`src/rtl/spi_seq_pkg.sv`:
```
package spi_seq_pkg;
    localparam logic [31:0] CTRL_RST_VAL = 32'h8000_0102;
    localparam int EN_BIT   = 0;
    localparam int HOLD_BIT = 26;
    localparam int SRST_BIT = 31;
    localparam int CNT_LSB  = 8;
    localparam int CNT_MSB  = 23;
    localparam int CNT_W    = CNT_MSB - CNT_LSB + 1;
    localparam int FS_RST   = 4;
    localparam int DIV_RST  = 7;

    typedef enum logic [1:0] {
        SQ_IDLE  = 2'd0,
        SQ_SHIFT = 2'd1,
        SQ_GAP   = 2'd2
    } seq_state_e;
endpackage

```
`src/rtl/spi_seq_cfg.sv`:
```
module spi_seq_cfg
    import spi_seq_pkg::*;
#(
    parameter int DATA_W = 32,
    parameter int FS_W   = 6,
    parameter int DIV_W  = 8
) (
    input  logic             clk,
    input  logic             rst_n,
    input  logic             ctrl_we,
    input  logic [31:0]      ctrl_wdata,
    input  logic             fsize_we,
    input  logic [FS_W-1:0]  fsize_wdata,
    input  logic             div_we,
    input  logic [DIV_W-1:0] div_wdata,
    output logic [31:0]      ctrl_q,
    output logic [FS_W-1:0]  fsize_q,
    output logic [DIV_W-1:0] div_q
);
    typedef struct packed {
        logic [31:0]      ctrl;
        logic [FS_W-1:0]  fs;
        logic [DIV_W-1:0] div;
    } cfg_t;

    localparam cfg_t CFG_RST = '{ctrl: CTRL_RST_VAL, fs: FS_W'(FS_RST), div: DIV_W'(DIV_RST)};

    cfg_t cfg_d, cfg_q;
    logic fs_ok;

    assign fs_ok = (fsize_wdata != '0) && (fsize_wdata <= FS_W'(DATA_W));

    always_comb begin
        cfg_d = cfg_q;
        if (div_we) begin
            cfg_d.div = div_wdata;
        end
        // frame size is frozen while enabled and range-checked
        if (fsize_we && !cfg_q.ctrl[EN_BIT] && fs_ok) begin
            cfg_d.fs = fsize_wdata;
        end
        if (ctrl_we) begin
            if (ctrl_wdata[SRST_BIT]) begin
                cfg_d = CFG_RST;
            end else begin
                cfg_d.ctrl = ctrl_wdata;
            end
        end
    end

    always_ff @(posedge clk or negedge rst_n) begin
        if (!rst_n) begin
            cfg_q <= CFG_RST;
        end else begin
            cfg_q <= cfg_d;
        end
    end

    assign ctrl_q  = cfg_q.ctrl;
    assign fsize_q = cfg_q.fs;
    assign div_q   = cfg_q.div;
endmodule

```
`src/rtl/spi_seq_clkdiv.sv`:
```
module spi_seq_clkdiv #(
    parameter int DIV_W = 8
) (
    input  logic             clk,
    input  logic             rst_n,
    input  logic             restart,
    input  logic [DIV_W-1:0] div,
    output logic             tick
);
    // half period = (div+1)*2 cycles, so terminal count = 2*div+1
    logic [DIV_W:0] cnt_d, cnt_q;
    logic [DIV_W:0] term;

    assign term = {div, 1'b1};
    assign tick = (cnt_q >= term);

    always_comb begin
        if (restart || tick) begin
            cnt_d = '0;
        end else begin
            cnt_d = cnt_q + 1'b1;
        end
    end

    always_ff @(posedge clk or negedge rst_n) begin
        if (!rst_n) begin
            cnt_q <= '0;
        end else begin
            cnt_q <= cnt_d;
        end
    end
endmodule

```
`src/rtl/spi_seq_engine.sv`:
```
module spi_seq_engine
    import spi_seq_pkg::*;
#(
    parameter int DATA_W = 32,
    parameter int FS_W   = 6
) (
    input  logic              clk,
    input  logic              rst_n,
    input  logic              en,
    input  logic              hold,
    input  logic [FS_W-1:0]   fsize,
    input  logic              tick,
    input  logic              clr,
    input  logic              soft_rst,
    input  logic [CNT_W-1:0]  reload_now,
    input  logic [CNT_W-1:0]  reload_cfg,
    input  logic              tx_empty,
    input  logic [DATA_W-1:0] tx_data,
    input  logic              miso,
    output logic              restart,
    output logic              tx_pop,
    output logic              rx_push,
    output logic [DATA_W-1:0] rx_data,
    output logic              sclk,
    output logic              mosi,
    output logic              cs_n,
    output logic              frame_start,
    output logic              burst_done,
    output logic              st_done,
    output logic              active
);
    typedef struct packed {
        seq_state_e        st;
        logic [DATA_W-1:0] sh;
        logic [DATA_W-1:0] rx;
        logic [FS_W-1:0]   bits;
        logic [CNT_W-1:0]  cnt;
        logic              sclk;
        logic              cs_n;
        logic              active;
        logic              done;
        logic              pop;
        logic              push;
        logic              fstart;
        logic              bdone;
    } eng_t;

    localparam eng_t ENG_RST = '{st: SQ_IDLE, sh: '0, rx: '0, bits: '0,
                                 cnt: CNT_W'(1), sclk: 1'b0, cs_n: 1'b1,
                                 active: 1'b0, done: 1'b0, pop: 1'b0,
                                 push: 1'b0, fstart: 1'b0, bdone: 1'b0};

    eng_t e_d, e_q;
    logic [FS_W:0] sh_amt;

    // left-justify the frame so its MSB sits at the top of the shifter
    assign sh_amt = (FS_W+1)'(DATA_W) - {1'b0, fsize};

    always_comb begin
        e_d        = e_q;
        e_d.pop    = 1'b0;
        e_d.push   = 1'b0;
        e_d.fstart = 1'b0;
        e_d.bdone  = 1'b0;
        restart    = 1'b0;
        case (e_q.st)
            SQ_IDLE: begin
                if (en && !tx_empty && (e_q.cnt != '0)) begin
                    e_d.st     = SQ_SHIFT;
                    e_d.sh     = tx_data << sh_amt;
                    e_d.rx     = '0;
                    e_d.bits   = fsize;
                    e_d.sclk   = 1'b0;
                    e_d.cs_n   = 1'b0;
                    e_d.active = 1'b1;
                    e_d.done   = 1'b0;
                    e_d.pop    = 1'b1;
                    e_d.fstart = 1'b1;
                    restart    = 1'b1;
                end
            end
            SQ_SHIFT: begin
                if (tick) begin
                    if (!e_q.sclk) begin
                        e_d.sclk = 1'b1;
                        e_d.rx   = {e_q.rx[DATA_W-2:0], miso};
                    end else begin
                        e_d.sclk = 1'b0;
                        e_d.sh   = e_q.sh << 1;
                        e_d.bits = e_q.bits - 1'b1;
                        if (e_q.bits == FS_W'(1)) begin
                            e_d.push = 1'b1;
                            e_d.cnt  = e_q.cnt - 1'b1;
                            if (e_q.cnt == CNT_W'(1)) begin
                                e_d.st     = SQ_IDLE;
                                e_d.cs_n   = 1'b1;
                                e_d.active = 1'b0;
                                e_d.done   = 1'b1;
                                e_d.bdone  = 1'b1;
                                e_d.cnt    = reload_cfg;
                            end else if (!hold) begin
                                e_d.st   = SQ_GAP;
                                e_d.cs_n = 1'b1;
                            end else begin
                                e_d.st = SQ_IDLE;
                            end
                        end
                    end
                end
            end
            SQ_GAP: begin
                if (tick) begin
                    e_d.st = SQ_IDLE;
                end
            end
            default: e_d.st = SQ_IDLE;
        endcase
        // a control write abandons any frame and reloads the count
        if (clr) begin
            e_d.st     = SQ_IDLE;
            e_d.sclk   = 1'b0;
            e_d.cs_n   = 1'b1;
            e_d.active = 1'b0;
            e_d.cnt    = reload_now;
            e_d.pop    = 1'b0;
            e_d.push   = 1'b0;
            e_d.fstart = 1'b0;
            e_d.bdone  = 1'b0;
            restart    = 1'b1;
            if (soft_rst) begin
                e_d.done = 1'b0;
            end
        end
    end

    always_ff @(posedge clk or negedge rst_n) begin
        if (!rst_n) begin
            e_q <= ENG_RST;
        end else begin
            e_q <= e_d;
        end
    end

    assign tx_pop      = e_q.pop;
    assign rx_push     = e_q.push;
    assign rx_data     = e_q.rx;
    assign sclk        = e_q.sclk;
    assign mosi        = e_q.sh[DATA_W-1];
    assign cs_n        = e_q.cs_n;
    assign frame_start = e_q.fstart;
    assign burst_done  = e_q.bdone;
    assign st_done     = e_q.done;
    assign active      = e_q.active;
endmodule

```
`src/rtl/spi_frame_seq.sv`:
```
module spi_frame_seq
    import spi_seq_pkg::*;
#(
    parameter  int DATA_W = 32,
    parameter  int DIV_W  = 8,
    localparam int FS_W   = $clog2(DATA_W) + 1
) (
    input  logic              clk,
    input  logic              rst_n,
    input  logic              ctrl_we,
    input  logic [31:0]       ctrl_wdata,
    input  logic              fsize_we,
    input  logic [FS_W-1:0]   fsize_wdata,
    input  logic              div_we,
    input  logic [DIV_W-1:0]  div_wdata,
    output logic [31:0]       cfg_ctrl,
    output logic [FS_W-1:0]   cfg_fsize,
    output logic [DIV_W-1:0]  cfg_div,
    input  logic              tx_empty,
    input  logic [DATA_W-1:0] tx_data,
    output logic              tx_pop,
    output logic              rx_push,
    output logic [DATA_W-1:0] rx_data,
    output logic              sclk,
    output logic              mosi,
    input  logic              miso,
    output logic              cs_n,
    output logic              frame_start,
    output logic              burst_done,
    output logic              st_done,
    output logic              active
);
    logic [31:0] ctrl_eff;
    logic        restart;
    logic        tick;

    // value the control word will hold after this write
    assign ctrl_eff = ctrl_wdata[SRST_BIT] ? CTRL_RST_VAL : ctrl_wdata;

    spi_seq_cfg #(.DATA_W(DATA_W), .FS_W(FS_W), .DIV_W(DIV_W)) cfg_i (
        .clk         (clk),
        .rst_n       (rst_n),
        .ctrl_we     (ctrl_we),
        .ctrl_wdata  (ctrl_wdata),
        .fsize_we    (fsize_we),
        .fsize_wdata (fsize_wdata),
        .div_we      (div_we),
        .div_wdata   (div_wdata),
        .ctrl_q      (cfg_ctrl),
        .fsize_q     (cfg_fsize),
        .div_q       (cfg_div)
    );

    spi_seq_clkdiv #(.DIV_W(DIV_W)) div_i (
        .clk     (clk),
        .rst_n   (rst_n),
        .restart (restart),
        .div     (cfg_div),
        .tick    (tick)
    );

    spi_seq_engine #(.DATA_W(DATA_W), .FS_W(FS_W)) eng_i (
        .clk         (clk),
        .rst_n       (rst_n),
        .en          (cfg_ctrl[EN_BIT]),
        .hold        (cfg_ctrl[HOLD_BIT]),
        .fsize       (cfg_fsize),
        .tick        (tick),
        .clr         (ctrl_we),
        .soft_rst    (ctrl_wdata[SRST_BIT]),
        .reload_now  (ctrl_eff[CNT_MSB:CNT_LSB]),
        .reload_cfg  (cfg_ctrl[CNT_MSB:CNT_LSB]),
        .tx_empty    (tx_empty),
        .tx_data     (tx_data),
        .miso        (miso),
        .restart     (restart),
        .tx_pop      (tx_pop),
        .rx_push     (rx_push),
        .rx_data     (rx_data),
        .sclk        (sclk),
        .mosi        (mosi),
        .cs_n        (cs_n),
        .frame_start (frame_start),
        .burst_done  (burst_done),
        .st_done     (st_done),
        .active      (active)
    );
endmodule

```
`config.mk`:
```
export PLATFORM = sky130hd
export DESIGN_NAME = spi_frame_seq
export DESIGN_NICKNAME = d
export VERILOG_FILES = /design/src/rtl/spi_seq_pkg.sv /design/src/rtl/spi_seq_cfg.sv /design/src/rtl/spi_seq_clkdiv.sv /design/src/rtl/spi_seq_engine.sv /design/src/rtl/spi_frame_seq.sv
export SDC_FILE = /design/constraint.sdc
export NUM_CORES = 1
export LEC_CHECK = 0
export BUFFER_PORTS_ARGS = -buffer_cell sky130_fd_sc_hd__buf_2
export CORE_ASPECT_RATIO = 1.2
export CORE_UTILIZATION = 55
export DETAILED_ROUTE_END_ITERATION = 16
export GPL_TIMING_DRIVEN = 0
export PLACE_DENSITY = 0.78
export SLEW_MARGIN = 20
export SYNTH_ARGS = -nofsm -noshare
export SYNTH_HDL_FRONTEND = slang
export SYNTH_HIERARCHICAL = 1
export SYNTH_SLANG_ARGS = --single-unit
```
`constraint.sdc`:
```
create_clock -name clk -period 3.5 [get_ports clk]
set_input_delay 0.525 -clock clk [delete_from_list [all_inputs] [get_ports clk]]
set_output_delay 0.525 -clock clk [all_outputs]
set_load 0.005 [all_outputs]
```
* Yosys cells after proc, flatten, opt, wreduce, memory -nomap -nowiden
Index checks and enable logic that the tools add are counted.
** Operators by class
- Add/sub/neg operators :: 4
- Magnitude comparators :: 2
- Equal/unequal tests :: 15
- Shift-type cells :: 1
- Muxes and demuxes :: 44
- Reductions and logical operators :: 24
** Operators by type and width (number)
- 70-bit one-hot mux with 2 select lines :: 1
- 92-bit 2-to-1 mux :: 1
- 72-bit 2-to-1 mux :: 1
- 32-bit 2-to-1 mux :: 2
- 16-bit 2-to-1 mux :: 3
- 34-bit 2-to-1 mux :: 1
- 32-bit by 7-bit << shifter with 32-bit output :: 1
- 14-bit 2-to-1 mux :: 2
- 24-bit 2-to-1 mux :: 1
- 22-bit 2-to-1 mux :: 1
- 1-bit 2-to-1 mux :: 17
- 16-bit by 1-bit == test with 1-bit output (second input constant) :: 1
- 16-bit nonzero test :: 1
- 16-bit by 1-bit subtractor with 16-bit output (second input constant) :: 1
- 2-bit 2-to-1 mux :: 6
- 3-bit by 2-bit != test with 1-bit output (second input constant) :: 4
- 4-bit AND reduction :: 3
- 6-bit AND reduction :: 2
- 2-bit nonzero test :: 5
- 9-bit by 1-bit adder with 9-bit output (second input constant) :: 1
- 9-bit >= comparator :: 1
- 9-bit 2-to-1 mux :: 1
- 8-bit 2-to-1 mux :: 1
- 4-bit one-hot mux with 2 select lines :: 1
- other kinds (22) :: 31
** Storage, ports and cells
- Flip-flop bits (word level) :: 151
- Output and inout port bits :: 87

* Logic depth before layout (Yosys ltp)
- Depth after elaboration :: 8
- Gate-level depth with buffers :: 15
- Gate-level depth less buffers :: 11

* By module
The synthesis kept the hierarchy.
** By module, submodules not included
- spi_seq_engine :: times used 1, cells each 784, area each 6821.5 µm², seq. area each 2379.8 µm²
- spi_seq_cfg :: times used 1, cells each 188, area each 1934.4 µm², seq. area each 1159.9 µm²
- spi_seq_clkdiv :: times used 1, cells each 68, area each 608.1 µm², seq. area each 225.2 µm²
- spi_frame_seq :: times used 1, cells each 17, area each 116.4 µm², seq. area each 0.0 µm²

* Worst setup path before layout
Ideal clock, no wire load.
- Kind :: flip-flop to flip-flop
- Start point :: reg cfg_i.cfg_q (netlist bit cfg_i/fsize_q[0])
- End point :: reg eng_i/e_q[91] (netlist bit)
- Arrival time :: 3030 ps
- Data required time :: 3371 ps
- Setup slack :: 341 ps
- Cell stages (with the launch flop) :: 11
- Clock period less this slack :: 3159 ps
- Cells stage by stage :: dfrtp_1 buf_2 buf_2 inv_1 ha_1 buf_2 xnor2_1 mux4_2 mux2_2 a221oi_1 a21oi_1
** Between the ends
- Word-level cells in the longest chain between the ends :: 4
** RTL lines
- from (decl) :: RTL line spi_seq_cfg.sv:28 : cfg_t cfg_d, cfg_q;
- from (signal assigned) :: RTL line spi_seq_cfg.sv:55 : cfg_q <= cfg_d;
- 6-bit by 6-bit subtractor with 7-bit output :: RTL line spi_seq_engine.sv:57 : assign sh_amt = (FS_W+1)'(DATA_W) - {1'b0, fsize};
- 32-bit by 7-bit << shifter with 32-bit output :: RTL line spi_seq_engine.sv:70 : e_d.sh = tx_data << sh_amt;
- 72-bit 2-to-1 mux :: RTL line spi_seq_engine.sv:68 : if (en && !tx_empty && (e_q.cnt != '0)) begin
- 70-bit one-hot mux with 2 select lines :: RTL line spi_seq_engine.sv:66 : case (e_q.st)
- to (signal assigned) :: RTL line spi_seq_engine.sv:138 : e_q <= ENG_RST;
- to (signal assigned) :: RTL line spi_seq_engine.sv:140 : e_q <= e_d;
- to (decl) :: RTL line spi_seq_engine.sv:53 : eng_t e_d, e_q;
No other way between the ends. The select of a mux whose other input is x is not followed.
A chain may end at the register's enable or synchronous reset.

* Worst setup path in the final report
- Start point :: reg cfg_i.cfg_q (netlist bit cfg_i/fsize_q[0])
- End point :: reg eng_i/e_q[68] (netlist bit)
The elaborated chain is that of the path after synthesis.

==> run_results.csv <==
group,metric,value,unit
synth,synth-async-reset-ratio,1.00,
cells_and_area,syn_to_final_growth,19.5,%
route,drtIter0Drc,716,
synth,syn-num-nets,1156,
setup_path,cp.arrival,3740,ps
synth,synth_mux_area_frac,0.105,
route,drt_wl_total,25600,µm
die,die_h,146,µm
synth,synthAdderAreaFrac,0.0185,
timing,rsz0062_at_grt,"yes",
timing,final.setup.worst_slack,104,ps
die,core,0.0169,mm²
global_routing,antenna_found_initial,0,
placement,dp_cells,1444,
timing,skew,8.18,ps
flow_run,maxCapViolations,0,
synth,yosysTopAreaCell,"dfrtp_1",
synth,synth-main-ff-cell,"dfrtp_1",
synth,synth_area_per_cell,8.97,µm²
timing,fmax,294,MHz
route,routedWlPerCell,17.4,µm
die,die_area,0.0178,mm²
route,drtPass1Iterations,5,
synth,synth_top_family_by_area,"simple AND/OR/NAND/NOR gates",
global_routing,first_global_vias,8489,
power,powerDensity,490,mW/mm²
global_routing,grt.overflow.total,0,
global_routing,grt_usage,0.299,
setup_path,start_kind,"flop",
clocking,cts_max_level,4,
outcome,outcome,"finished, final reports clean",
synth,synth_seq_area_share,0.397,
synth,synth-compound-area-share,0.180,
synth,synth_common_cells,"nand2_1, dfrtp_1, nor2_1",
route,viasPerCell,5.89,
timing,finalHoldViolations,0,
synth,synth_area,0.00948,mm²
setup_path,critPathCaptureType,"flop",
clocking,clockRootBuffer,"clkbuf_16",
timing,slew_headroom,0.399,
die,rows,52,
setup_path,worstSetupPathType,"flop to flop",
clocking,clkLatencyLatePin,430,ps
setup_path,cp.required,3850,ps
synth,ys_top_cells_by_area,"dfrtp_1, nand2_1, nor2_1, mux2_2, mux4_2",
worst_hold_path,hold_class,"input port to async pin",
cells_and_area,drive_above_1_share,0.298,
placement,gp_congestion,0.940,
synth,synthCells,1057,
die,io-pin-count,172,
clocking,clock_tree.buffer_depth,2,
synth,ys_ff_latch,150,
synth,synth_most_common_cell,"nand2_1",
clocking,cts_tree,"done",
global_routing,grt_pass1_wl,41800,µm
timing,min_period,3400,ps
clocking,cts_inserted_buffers,17,
cells_and_area,fill_cells,1417,
route,antenna_left,0,
timing,setup-tns-final,0,ps
route,route.detailed.drc,0,
die,initial_core_util,0.563,
setup_path,ff2ff_path_depth,11,
clocking,ctsHoldBuffers,0,
power,leakagePower,0.00545,µW
synth,synthDistinctLibCells,81,
die,die_x,122,µm
synth,yosys_warnings,6,
cells_and_area,diodes,0,
cells_and_area,instances_no_fill,1476,
power,vdd_ir_drop_max,311,µV
placement,dp_hpwl,18700,µm
timing,worst_pin_slew,895,ps
placement,post-place-ws,-330,ps
clocking,clock-sinks,150,
placement,port_buffers,170,
timing,min_period_over_period,0.970,
cells_and_area,finish.net_count,1346,
synth,synth_edf_count,0,
timing,drv_slew,0,
clocking,path_clk_slew,70,ps
synth,yosys.area.top_type_share,0.372,
global_routing,grt_max_degree,77,
synth,synth-xor-area-share,0.0156,
synth,synth-simple-area-share,0.193,
route,vias,8699,
timing,setup_violations,0,
setup_path,cp_max_fo,10,
==> report_power, final <==
part | leakage (µW) | switching [µW] | internal [µW]
Clock | 0.000293 | 843 | 1020
Sequential | 0.00194 | 148 | 1930
Combinational | 0.00322 | 939 | 658
Total | 0.00545 | 1930 | 3620
==> cell type report <==
class,count,area (µm²),share of cell area
timing repair buffer,172,896,0.0791
tap,216,270,0.0239
clock inverter,15,184,0.0162
buffer,100,648,0.0572
sequential,150,3770,0.332
clock buffer,17,425,0.0376
inverter,59,224,0.0198
multi-input combinational,747,4910,0.434
==> registers in the layout, summed over array words and instances (netlist names) <==
register	flops
eng_i/rx_data	32
eng_i/sclk	1
eng_i/burst_done	1
cfg_i/div_q	8
cfg_i/fsize_q	6
eng_i/rx_push	1
div_i/cnt_q	9
eng_i/mosi	1
eng_i/e_q	55
eng_i/frame_start	1
eng_i/cs_n	1
cfg_i/ctrl_q	32
eng_i/active	1
eng_i/st_done	1
==> layout by cell type, fill, tap and decap left out, types with 7 or more instances in the layout <==
cell type and instances:
o21ai_1 18, buf_4 42, buf_2 196, o22ai_1 20, a221oi_1 16, dfstp_2 9, or3_1 15, dfrtp_1 140
a221o_1 7, nor3_1 18, inv_6 7, nand3_1 49, nand2_1 148, mux2_2 32, mux4_2 15, a21oi_1 55
nor2b_1 18, o211ai_1 12, clkbuf_1 18, nor2_1 99, mux2i_1 29, o21ai_0 44, inv_1 58, ha_1 13
clkbuf_16 17, buf_6 10
==> critical path, stage by stage (launching register included) <==
cell and delay [ps]:
dfrtp_2 470, buf_2 220, buf_4 220, inv_1 100, ha_2 160, buf_2 270
or4b_1 490, nand2_1 370, o211ai_1 280, nor3_2 320, or2b_1 280, a21oi_1 140
==> worst paths after layout <==
check | slack (ps) | start | to
worst max-delay path | 100 | cfg_i/fsize_q[0]$_DFF_PN0_ | eng_i/e_q[68]$_DFFE_PN0P_
worst min-delay path | 70 | rst_n | eng_i/rx_data[16]$_DFFE_PN0P_
worst max register to register | 100 | cfg_i/fsize_q[0]$_DFF_PN0_ | eng_i/e_q[68]$_DFFE_PN0P_
worst min register to register | 470 | cfg_i/ctrl_q[31]$_DFFE_PN1P_ | cfg_i/ctrl_q[31]$_DFFE_PN1P_
max in group asynchronous | 2610 | rst_n | cfg_i/ctrl_q[31]$_DFFE_PN1P_
min in group clk | 300 | ctrl_wdata[26] | cfg_i/ctrl_q[26]$_DFFE_PN0P_
==> metrics by stage <==
step | util | hold WS, ps | area (µm²) | total power [µW]
finish | 0.672 | 73.6 | 11300 | 5550
global route | 0.672 | 115 | 11300 | 5790
CTS | 0.670 | 90.3 | 11300 | 5510
detailed placement | 0.631 | 464 | 10600 | 3630
global placement | 0.629 | 455 | 10600 | 3600
floorplan | - | 229 | 9480 | 3120
==> routing by layer <==
metal	wire length, µm	track usage	share of wire	vias to the layer above
li1	-	-	-	4100
met1	10400	0.373	0.41	4167
met2	12700	0.498	0.50	351
met3	1400	0.0435	0.055	81
met4	1100	0.157	0.043	0
met5	0	0	0	-
==> logic make-up (layout without fill, tap and decap cells) <==
kind of cell | after synthesis | count (layout)
xor+xnor | 16 | 16
buf+inv | 160 | 363
flops | 150 | 150
compound gates | 247 | 247
fa+ha+maj | 14 | 14
mux | 77 | 77
simple gates | 393 | 393
==> what timing repair did <==
action                                  CTS  global route
endpoints found under the setup margin   25            40
setup buffers                             0             1
endpoints found under the hold margin     0             0
gates resized for setup                   6            13
Power figures use the tool's default switching activity.
